### src/rtl/mvk_pkg.sv
package mvk_pkg;
  typedef enum logic [2:0] {
    PH_IDLE  = 3'd0,
    PH_KEY   = 3'd1,
    PH_FRAME = 3'd2,
    PH_MIX   = 3'd3,
    PH_RUN   = 3'd4
  } phase_t;

  localparam int unsigned A_W = 19;
  localparam int unsigned B_W = 22;
  localparam int unsigned C_W = 23;
  localparam logic [A_W-1:0] A_TAPS = 19'h72000;
  localparam logic [B_W-1:0] B_TAPS = 22'h300000;
  localparam logic [C_W-1:0] C_TAPS = 23'h700080;
  localparam int unsigned A_CLK = 8;
  localparam int unsigned B_CLK = 10;
  localparam int unsigned C_CLK = 10;
endpackage

### src/rtl/mvk_lfsr.sv
module mvk_lfsr #(
  parameter int unsigned W = 19,
  parameter logic [W-1:0] TAPS = '0
) (
  input  logic         clk,
  input  logic         rst_n,
  input  logic         clr,
  input  logic         en,
  input  logic         din,
  output logic [W-1:0] q
);
  logic [W-1:0] q_d;
  logic         fb;

  assign fb = ^(q & TAPS);

  always_comb begin
    q_d = q;
    if (clr) q_d = '0;
    else if (en) q_d = {q[W-2:0], fb ^ din};
  end

  always_ff @(posedge clk or negedge rst_n) begin
    if (!rst_n) q <= '0;
    else        q <= q_d;
  end

  // a register not chosen to step keeps its contents
  a_r3_hold_unstepped: assert property (@(posedge clk) disable iff (!rst_n)
    (!en && !clr) |=> $stable(q));
  // clear wins and empties the register
  a_r4_clear_zero: assert property (@(posedge clk) disable iff (!rst_n)
    clr |=> (q == '0));
endmodule

### src/rtl/mvk_vote.sv
module mvk_vote (
  input  logic       clk,
  input  logic       rst_n,
  input  logic       force_all,
  input  logic       vote_on,
  input  logic [2:0] ctl_bits,
  output logic [2:0] step_en
);
  logic maj;

  assign maj = (ctl_bits[0] & ctl_bits[1]) | (ctl_bits[0] & ctl_bits[2]) |
               (ctl_bits[1] & ctl_bits[2]);

  always_comb begin
    step_en = 3'b000;
    if (force_all) step_en = 3'b111;
    else if (vote_on) begin
      for (int i = 0; i < 3; i++) step_en[i] = (ctl_bits[i] == maj);
    end
  end

  // under the vote at least two registers advance
  a_r3_two_or_three: assert property (@(posedge clk) disable iff (!rst_n)
    (vote_on && !force_all) |-> ($countones(step_en) >= 2));
  // injection cycles step every register
  a_r4_all_step: assert property (@(posedge clk) disable iff (!rst_n)
    force_all |-> (step_en == 3'b111));
endmodule

### src/rtl/mvk_seq.sv
module mvk_seq
  import mvk_pkg::*;
#(
  parameter int unsigned KEY_BITS   = 64,
  parameter int unsigned FRAME_BITS = 22,
  parameter int unsigned MIX_STEPS  = 100,
  parameter int unsigned HALF_BITS  = 114
) (
  input  logic   clk,
  input  logic   rst_n,
  input  logic   start,
  output phase_t phase,
  output logic   clr,
  output logic   inject,
  output logic   vote_on,
  output logic   emit,
  output logic   emit_dir,
  output logic   emit_last
);
  localparam int unsigned OUT_BITS = 2 * HALF_BITS;
  localparam int unsigned MAXLEN =
    (OUT_BITS > MIX_STEPS ? OUT_BITS : MIX_STEPS) > KEY_BITS ?
    (OUT_BITS > MIX_STEPS ? OUT_BITS : MIX_STEPS) : KEY_BITS;
  localparam int unsigned CNT_W = $clog2(MAXLEN + 1);

  phase_t           phase_d;
  logic [CNT_W-1:0] cnt, cnt_d;
  logic             at_end;
  logic [CNT_W-1:0] end_val;

  always_comb begin
    case (phase)
      PH_KEY:   end_val = CNT_W'(KEY_BITS - 1);
      PH_FRAME: end_val = CNT_W'(FRAME_BITS - 1);
      PH_MIX:   end_val = CNT_W'(MIX_STEPS - 1);
      default:  end_val = CNT_W'(OUT_BITS - 1);
    endcase
  end

  assign at_end    = (cnt == end_val);
  assign clr       = (phase == PH_IDLE) && start;
  assign inject    = (phase == PH_KEY) || (phase == PH_FRAME);
  assign vote_on   = (phase == PH_MIX) || (phase == PH_RUN);
  assign emit      = (phase == PH_RUN);
  assign emit_dir  = emit && (cnt >= CNT_W'(HALF_BITS));
  assign emit_last = emit && at_end;

  always_comb begin
    phase_d = phase;
    cnt_d   = cnt;
    case (phase)
      PH_IDLE: if (start) begin phase_d = PH_KEY; cnt_d = '0; end
      PH_KEY:   if (at_end) begin phase_d = PH_FRAME; cnt_d = '0; end else cnt_d = cnt + 1'b1;
      PH_FRAME: if (at_end) begin phase_d = PH_MIX;   cnt_d = '0; end else cnt_d = cnt + 1'b1;
      PH_MIX:   if (at_end) begin phase_d = PH_RUN;   cnt_d = '0; end else cnt_d = cnt + 1'b1;
      PH_RUN:   if (at_end) begin phase_d = PH_IDLE;  cnt_d = '0; end else cnt_d = cnt + 1'b1;
      default: begin phase_d = PH_IDLE; cnt_d = '0; end
    endcase
  end

  always_ff @(posedge clk or negedge rst_n) begin
    if (!rst_n) begin
      phase <= PH_IDLE;
      cnt   <= '0;
    end else begin
      phase <= phase_d;
      cnt   <= cnt_d;
    end
  end

  // a run in progress is never cut short by another start
  a_r10_run_persists: assert property (@(posedge clk) disable iff (!rst_n)
    (phase != PH_IDLE && !(emit_last)) |=> (phase != PH_IDLE));
  // mixing always follows frame injection
  a_r7_frame_to_mix: assert property (@(posedge clk) disable iff (!rst_n)
    (phase == PH_FRAME && at_end) |=> (phase == PH_MIX));
endmodule

### src/rtl/mvote_keystream.sv
module mvote_keystream
  import mvk_pkg::*;
#(
  parameter int unsigned KEY_BITS   = 64,
  parameter int unsigned FRAME_BITS = 22,
  parameter int unsigned MIX_STEPS  = 100,
  parameter int unsigned HALF_BITS  = 114
) (
  input  logic                  clk,
  input  logic                  rst_n,
  input  logic                  start_i,
  input  logic [KEY_BITS-1:0]   key_i,
  input  logic [FRAME_BITS-1:0] frame_i,
  output logic                  busy_o,
  output logic                  done_o,
  output logic                  ks_bit_o,
  output logic                  ks_valid_o,
  output logic                  ks_dir_o
);
  logic       rst_meta_n, rst_sync_n;
  phase_t     phase;
  logic       clr, inject, vote_on, emit, emit_dir, emit_last;
  logic [KEY_BITS-1:0]   key_q, key_d;
  logic [FRAME_BITS-1:0] frm_q, frm_d;
  logic       din;
  logic [2:0] ctl_bits, step_en;
  logic [A_W-1:0] ra;
  logic [B_W-1:0] rb;
  logic [C_W-1:0] rc;
  logic       valid_q, dir_q, done_q;

  always_ff @(posedge clk or negedge rst_n) begin
    if (!rst_n) begin
      rst_meta_n <= 1'b0;
      rst_sync_n <= 1'b0;
    end else begin
      rst_meta_n <= 1'b1;
      rst_sync_n <= rst_meta_n;
    end
  end

  mvk_seq #(
    .KEY_BITS(KEY_BITS), .FRAME_BITS(FRAME_BITS),
    .MIX_STEPS(MIX_STEPS), .HALF_BITS(HALF_BITS)
  ) u_seq (
    .clk(clk), .rst_n(rst_sync_n), .start(start_i), .phase(phase),
    .clr(clr), .inject(inject), .vote_on(vote_on), .emit(emit),
    .emit_dir(emit_dir), .emit_last(emit_last)
  );

  always_comb begin
    key_d = key_q;
    frm_d = frm_q;
    if (clr) begin
      key_d = key_i;
      frm_d = frame_i;
    end else begin
      if (phase == PH_KEY)   key_d = key_q >> 1;
      if (phase == PH_FRAME) frm_d = frm_q >> 1;
    end
  end

  always_ff @(posedge clk or negedge rst_sync_n) begin
    if (!rst_sync_n) begin
      key_q <= '0;
      frm_q <= '0;
    end else begin
      key_q <= key_d;
      frm_q <= frm_d;
    end
  end

  assign din = (phase == PH_KEY) ? key_q[0] : (phase == PH_FRAME) ? frm_q[0] : 1'b0;

  assign ctl_bits = {rc[C_CLK], rb[B_CLK], ra[A_CLK]};

  mvk_vote u_vote (
    .clk(clk), .rst_n(rst_sync_n), .force_all(inject), .vote_on(vote_on),
    .ctl_bits(ctl_bits), .step_en(step_en)
  );

  mvk_lfsr #(.W(A_W), .TAPS(A_TAPS)) u_ra (
    .clk(clk), .rst_n(rst_sync_n), .clr(clr), .en(step_en[0]), .din(din), .q(ra));
  mvk_lfsr #(.W(B_W), .TAPS(B_TAPS)) u_rb (
    .clk(clk), .rst_n(rst_sync_n), .clr(clr), .en(step_en[1]), .din(din), .q(rb));
  mvk_lfsr #(.W(C_W), .TAPS(C_TAPS)) u_rc (
    .clk(clk), .rst_n(rst_sync_n), .clr(clr), .en(step_en[2]), .din(din), .q(rc));

  always_ff @(posedge clk or negedge rst_sync_n) begin
    if (!rst_sync_n) begin
      valid_q <= 1'b0;
      dir_q   <= 1'b0;
      done_q  <= 1'b0;
    end else begin
      valid_q <= emit;
      dir_q   <= emit_dir;
      done_q  <= emit_last;
    end
  end

  assign busy_o     = (phase != PH_IDLE);
  assign done_o     = done_q;
  assign ks_valid_o = valid_q;
  assign ks_dir_o   = dir_q;
  assign ks_bit_o   = ra[A_W-1] ^ rb[B_W-1] ^ rc[C_W-1];

  // direction flag only accompanies a valid bit
  a_r9_dir_with_valid: assert property (@(posedge clk) disable iff (!rst_sync_n)
    ks_dir_o |-> ks_valid_o);
  // done lasts one cycle and arrives with a valid bit while idle
  a_r11_done_single: assert property (@(posedge clk) disable iff (!rst_sync_n)
    done_o |=> !done_o);
  a_r11_done_idle: assert property (@(posedge clk) disable iff (!rst_sync_n)
    done_o |-> (ks_valid_o && !busy_o));
  // no output while mixing
  a_r7_silent_mix: assert property (@(posedge clk) disable iff (!rst_sync_n)
    (phase == PH_MIX) |=> !ks_valid_o);
endmodule

### config.mk
export PLATFORM = sky130hd
export DESIGN_NAME = mvote_keystream
export DESIGN_NICKNAME = d
export VERILOG_FILES = /design/src/rtl/mvk_pkg.sv /design/src/rtl/mvk_lfsr.sv /design/src/rtl/mvk_vote.sv /design/src/rtl/mvk_seq.sv /design/src/rtl/mvote_keystream.sv
export SDC_FILE = /design/constraint.sdc
export NUM_CORES = 1
export LEC_CHECK = 0
export CAP_MARGIN = 10
export CORE_AREA = 2 2 118 177
export CTS_CLUSTER_DIAMETER = 150
export DETAILED_ROUTE_END_ITERATION = 6
export DIE_AREA = 0 0 120 179
export PLACE_DENSITY = 0.69
export SLEW_MARGIN = 20
export SYNTH_ARGS = -nofsm -noshare
export SYNTH_HDL_FRONTEND = slang
export SYNTH_HIERARCHICAL = 1
export SYNTH_SLANG_ARGS = --single-unit
### constraint.sdc
create_clock -name clk -period 15.59 [get_ports clk]
set_input_delay 1.559 -clock clk [delete_from_list [all_inputs] [get_ports clk]]
set_output_delay 1.559 -clock clk [all_outputs]
set_load 0.05 [all_outputs]
==> impl_metrics.tcl <==
set metrics [dict create \
    finalSetupTns_ps 0 \
    ys_types 47 \
    max-clock-path-buffers 2 \
    core_region_area_mm2 0.0201 \
    grt_overflow_total 0 \
    path_class "reg -> out" \
    rsz0062_at_grt "no" \
    endpoint_kind "output port" \
    clk_root_buffer_cell "clkbuf_16" \
    synth_cells 794 \
    worst_pin_slew_ps 1130 \
    insertion_delay_ps 420 \
    synth_edf_count 0 \
    regToRegSetupSlack_ps 12630 \
    syn_to_final_growth_pct 20.5 \
    die-area_mm2 0.0215 \
    drt_wl_total_um 15500 \
    fillerInstances 1901 \
    grt_pass1_vias 5705 \
    cts_resized 0 \
    die_h_um 179 \
    arrival_ps 2200 \
    wl_per_cell_um 13.6 \
    gr-usage-all-layers 0.150 \
    crit_chain "or3_1 -> clkdlybuf4s50_1" \
    numCtsBuffers 17 \
    cp_slowest_cell "clkdlybuf4s50_1" \
    grt_pass1_wl_um 26300 \
    stdcell_area_mm2 0.00945 \
    vias_per_cell 4.96 \
    diodes 0 \
    postCtsSetupBuffers 0 \
    ctsHoldBuffers 0 \
    synth_nets 885 \
    fin_nets 949 \
    final_common_cell "a21oi_1" \
    async_flop_share 1.00 \
    hold_class "reg -> async" \
    startpoint_type "flip-flop" \
    maxSlewViolCount 0 \
    avgSynthCellArea_um2 9.88 \
    start_util 0.390 \
    cts_htree_levels 4 \
    cts_num_sinks 166 \
    maxSlewHeadroom 0.249 \
    cp.required_ps 14030 \
    die-width_um 120 \
    drtIter0Drc 276 \
    ys_seq_area_frac 0.529 \
    drive_gt1_frac 0.0597 \
    final_util 0.470 \
    gp_congestion 0.750 \
    row_count 64 \
    first_pass_iters 4 \
    multi_input_area_mm2 0.00334 \
    yosys_warnings 6 \
    ir_drop_mv 0.0617 \
    holdWs_ps 138 \
    cp_slowest_stage_delay_ps 720 \
    portBuffers 93 \
    place_hpwl_um 9530 \
    synth_ff_type "dfrtp_1" \
    seqCellArea_mm2 0.00416 \
    clk_pin_slew_worst_paths_ps 70 \
    finClkSkew_ps 11.7 \
    drc 0 \
    post-route-period-util 0.241 \
    drtAntennaViolNets 0 \
    cts_tree "done" \
    netlist_area_mm2 0.00785 \
    layout_common_cells "a21oi_1, dfrtp_1, nand2_1, clkdlybuf4s50_1, nor2b_1" \
    min_period_ps 3760 \
    synth-seq-cells 166 \
    drv_cap 0 \
    status "finished clean" \
    power.density_mw_per_mm2 149 \
    placedInstanceArea_mm2 0.00885 \
    cp_max_fo 18 \
    antenna_found_initial 0 \
    setup_violations 0 \
    ff2ff_path_depth 8 \
    grt_start_max_net_pins 239 \
    power_leakage_nw 4.44 \
    ios 94 \
    fmax_mhz 266 \
    hold_viol_final 0 \
    vias 5627 \
]
## power by group
group / switching, mW / internal (mW) / total (mW)
clock: 0.181 / 0.245 / 0.427
sequential: 0.0894 / 0.561 / 0.650
combinational: 0.161 / 0.175 / 0.335
total: 0.431 / 0.981 / 1.41
## synth_stat cells (3+ instances only)
cell type | count | share of area
and2_1 | 3 | 0.0024
nor3b_1 | 5 | 0.0048
nand2b_1 | 4 | 0.0032
buf_4 | 12 | 0.011
inv_1 | 4 | 0.0019
o21ai_0 | 4 | 0.0026
nand4_1 | 5 | 0.0040
nor2b_1 | 87 | 0.069
a21oi_1 | 172 | 0.11
buf_2 | 14 | 0.0089
nor2_1 | 77 | 0.037
nand2_1 | 96 | 0.046
clkbuf_1 | 20 | 0.0096
buf_6 | 10 | 0.014
xnor2_1 | 6 | 0.0067
mux2i_1 | 65 | 0.083
a221o_1 | 5 | 0.0064
xor2_1 | 6 | 0.0067
dfrtp_1 | 166 | 0.53
## per-stage QoR
stage / instances / worst slack [ps] / power [mW]
after floorplan: 794 / 10620 / 0.910
after global placement: 1103 / 11770 / 0.983
after detailed placement: 1103 / 11750 / 0.997
after CTS: 1135 / 11800 / 1.43
after global routing: 1135 / 11740 / 1.51
final: 1135 / 11830 / 1.41
## worst max-delay path, delay by kind of cell (launching register included)
family | cells | cell delay (ps)
buf+inv | 1 | 720
flops | 1 | 590
simple gates | 1 | 470
## cell type report
cell class	count	area share
clock buffer	18	0.0465
tap	264	0.0349
inverter	4	0.00159
clock inverter	14	0.0171
sequential	166	0.440
multi-input combinational	568	0.354
timing repair buffer	101	0.107
## state kept, by name, indices dropped and copies added, names as in the netlist
register and cells:
rst_meta_n 1, u_seq/cnt 8, ks_valid_o 1, u_rc/q 23
frm_q 22, done_o 1, u_ra/q 19, u_seq/phase 3
key_q 64, rst_sync_n 1, ks_dir_o 1, u_rb/q 22
## layer usage
layer	wire length, um	GRT usage	share of wire	up-vias
li1	-	-	-	2800
met1	7070	0.193	0.46	2729
met2	7800	0.255	0.50	91
met3	451	0.0305	0.029	7
met4	127	0.0436	0.0082	0
met5	0	0	0	-
## cells by family after synthesis
family | Yosys count | share of synthesized area
flops | 166 | 0.529
fa+ha+maj | 2 | 0.00319
simple gates | 294 | 0.183
mux | 66 | 0.0843
other cells | 1 | 0.000478
compound gates | 190 | 0.131
buf+inv | 60 | 0.0462
xor+xnor | 15 | 0.0222
## path summary, 6_finish.rpt
check | start | end
min in group clk | rst_meta_n | rst_sync_n
max in group asynchronous | rst_sync_n | u_rb/q[16]
worst max register to register | u_seq/phase[0] | u_ra/q[0]
worst min register to register | rst_sync_n | u_seq/cnt[6]
worst min-delay path | rst_sync_n | u_seq/cnt[6]
worst max-delay path | u_seq/phase[2] | busy_o
Note: power is estimated with default switching activity, not from simulation.
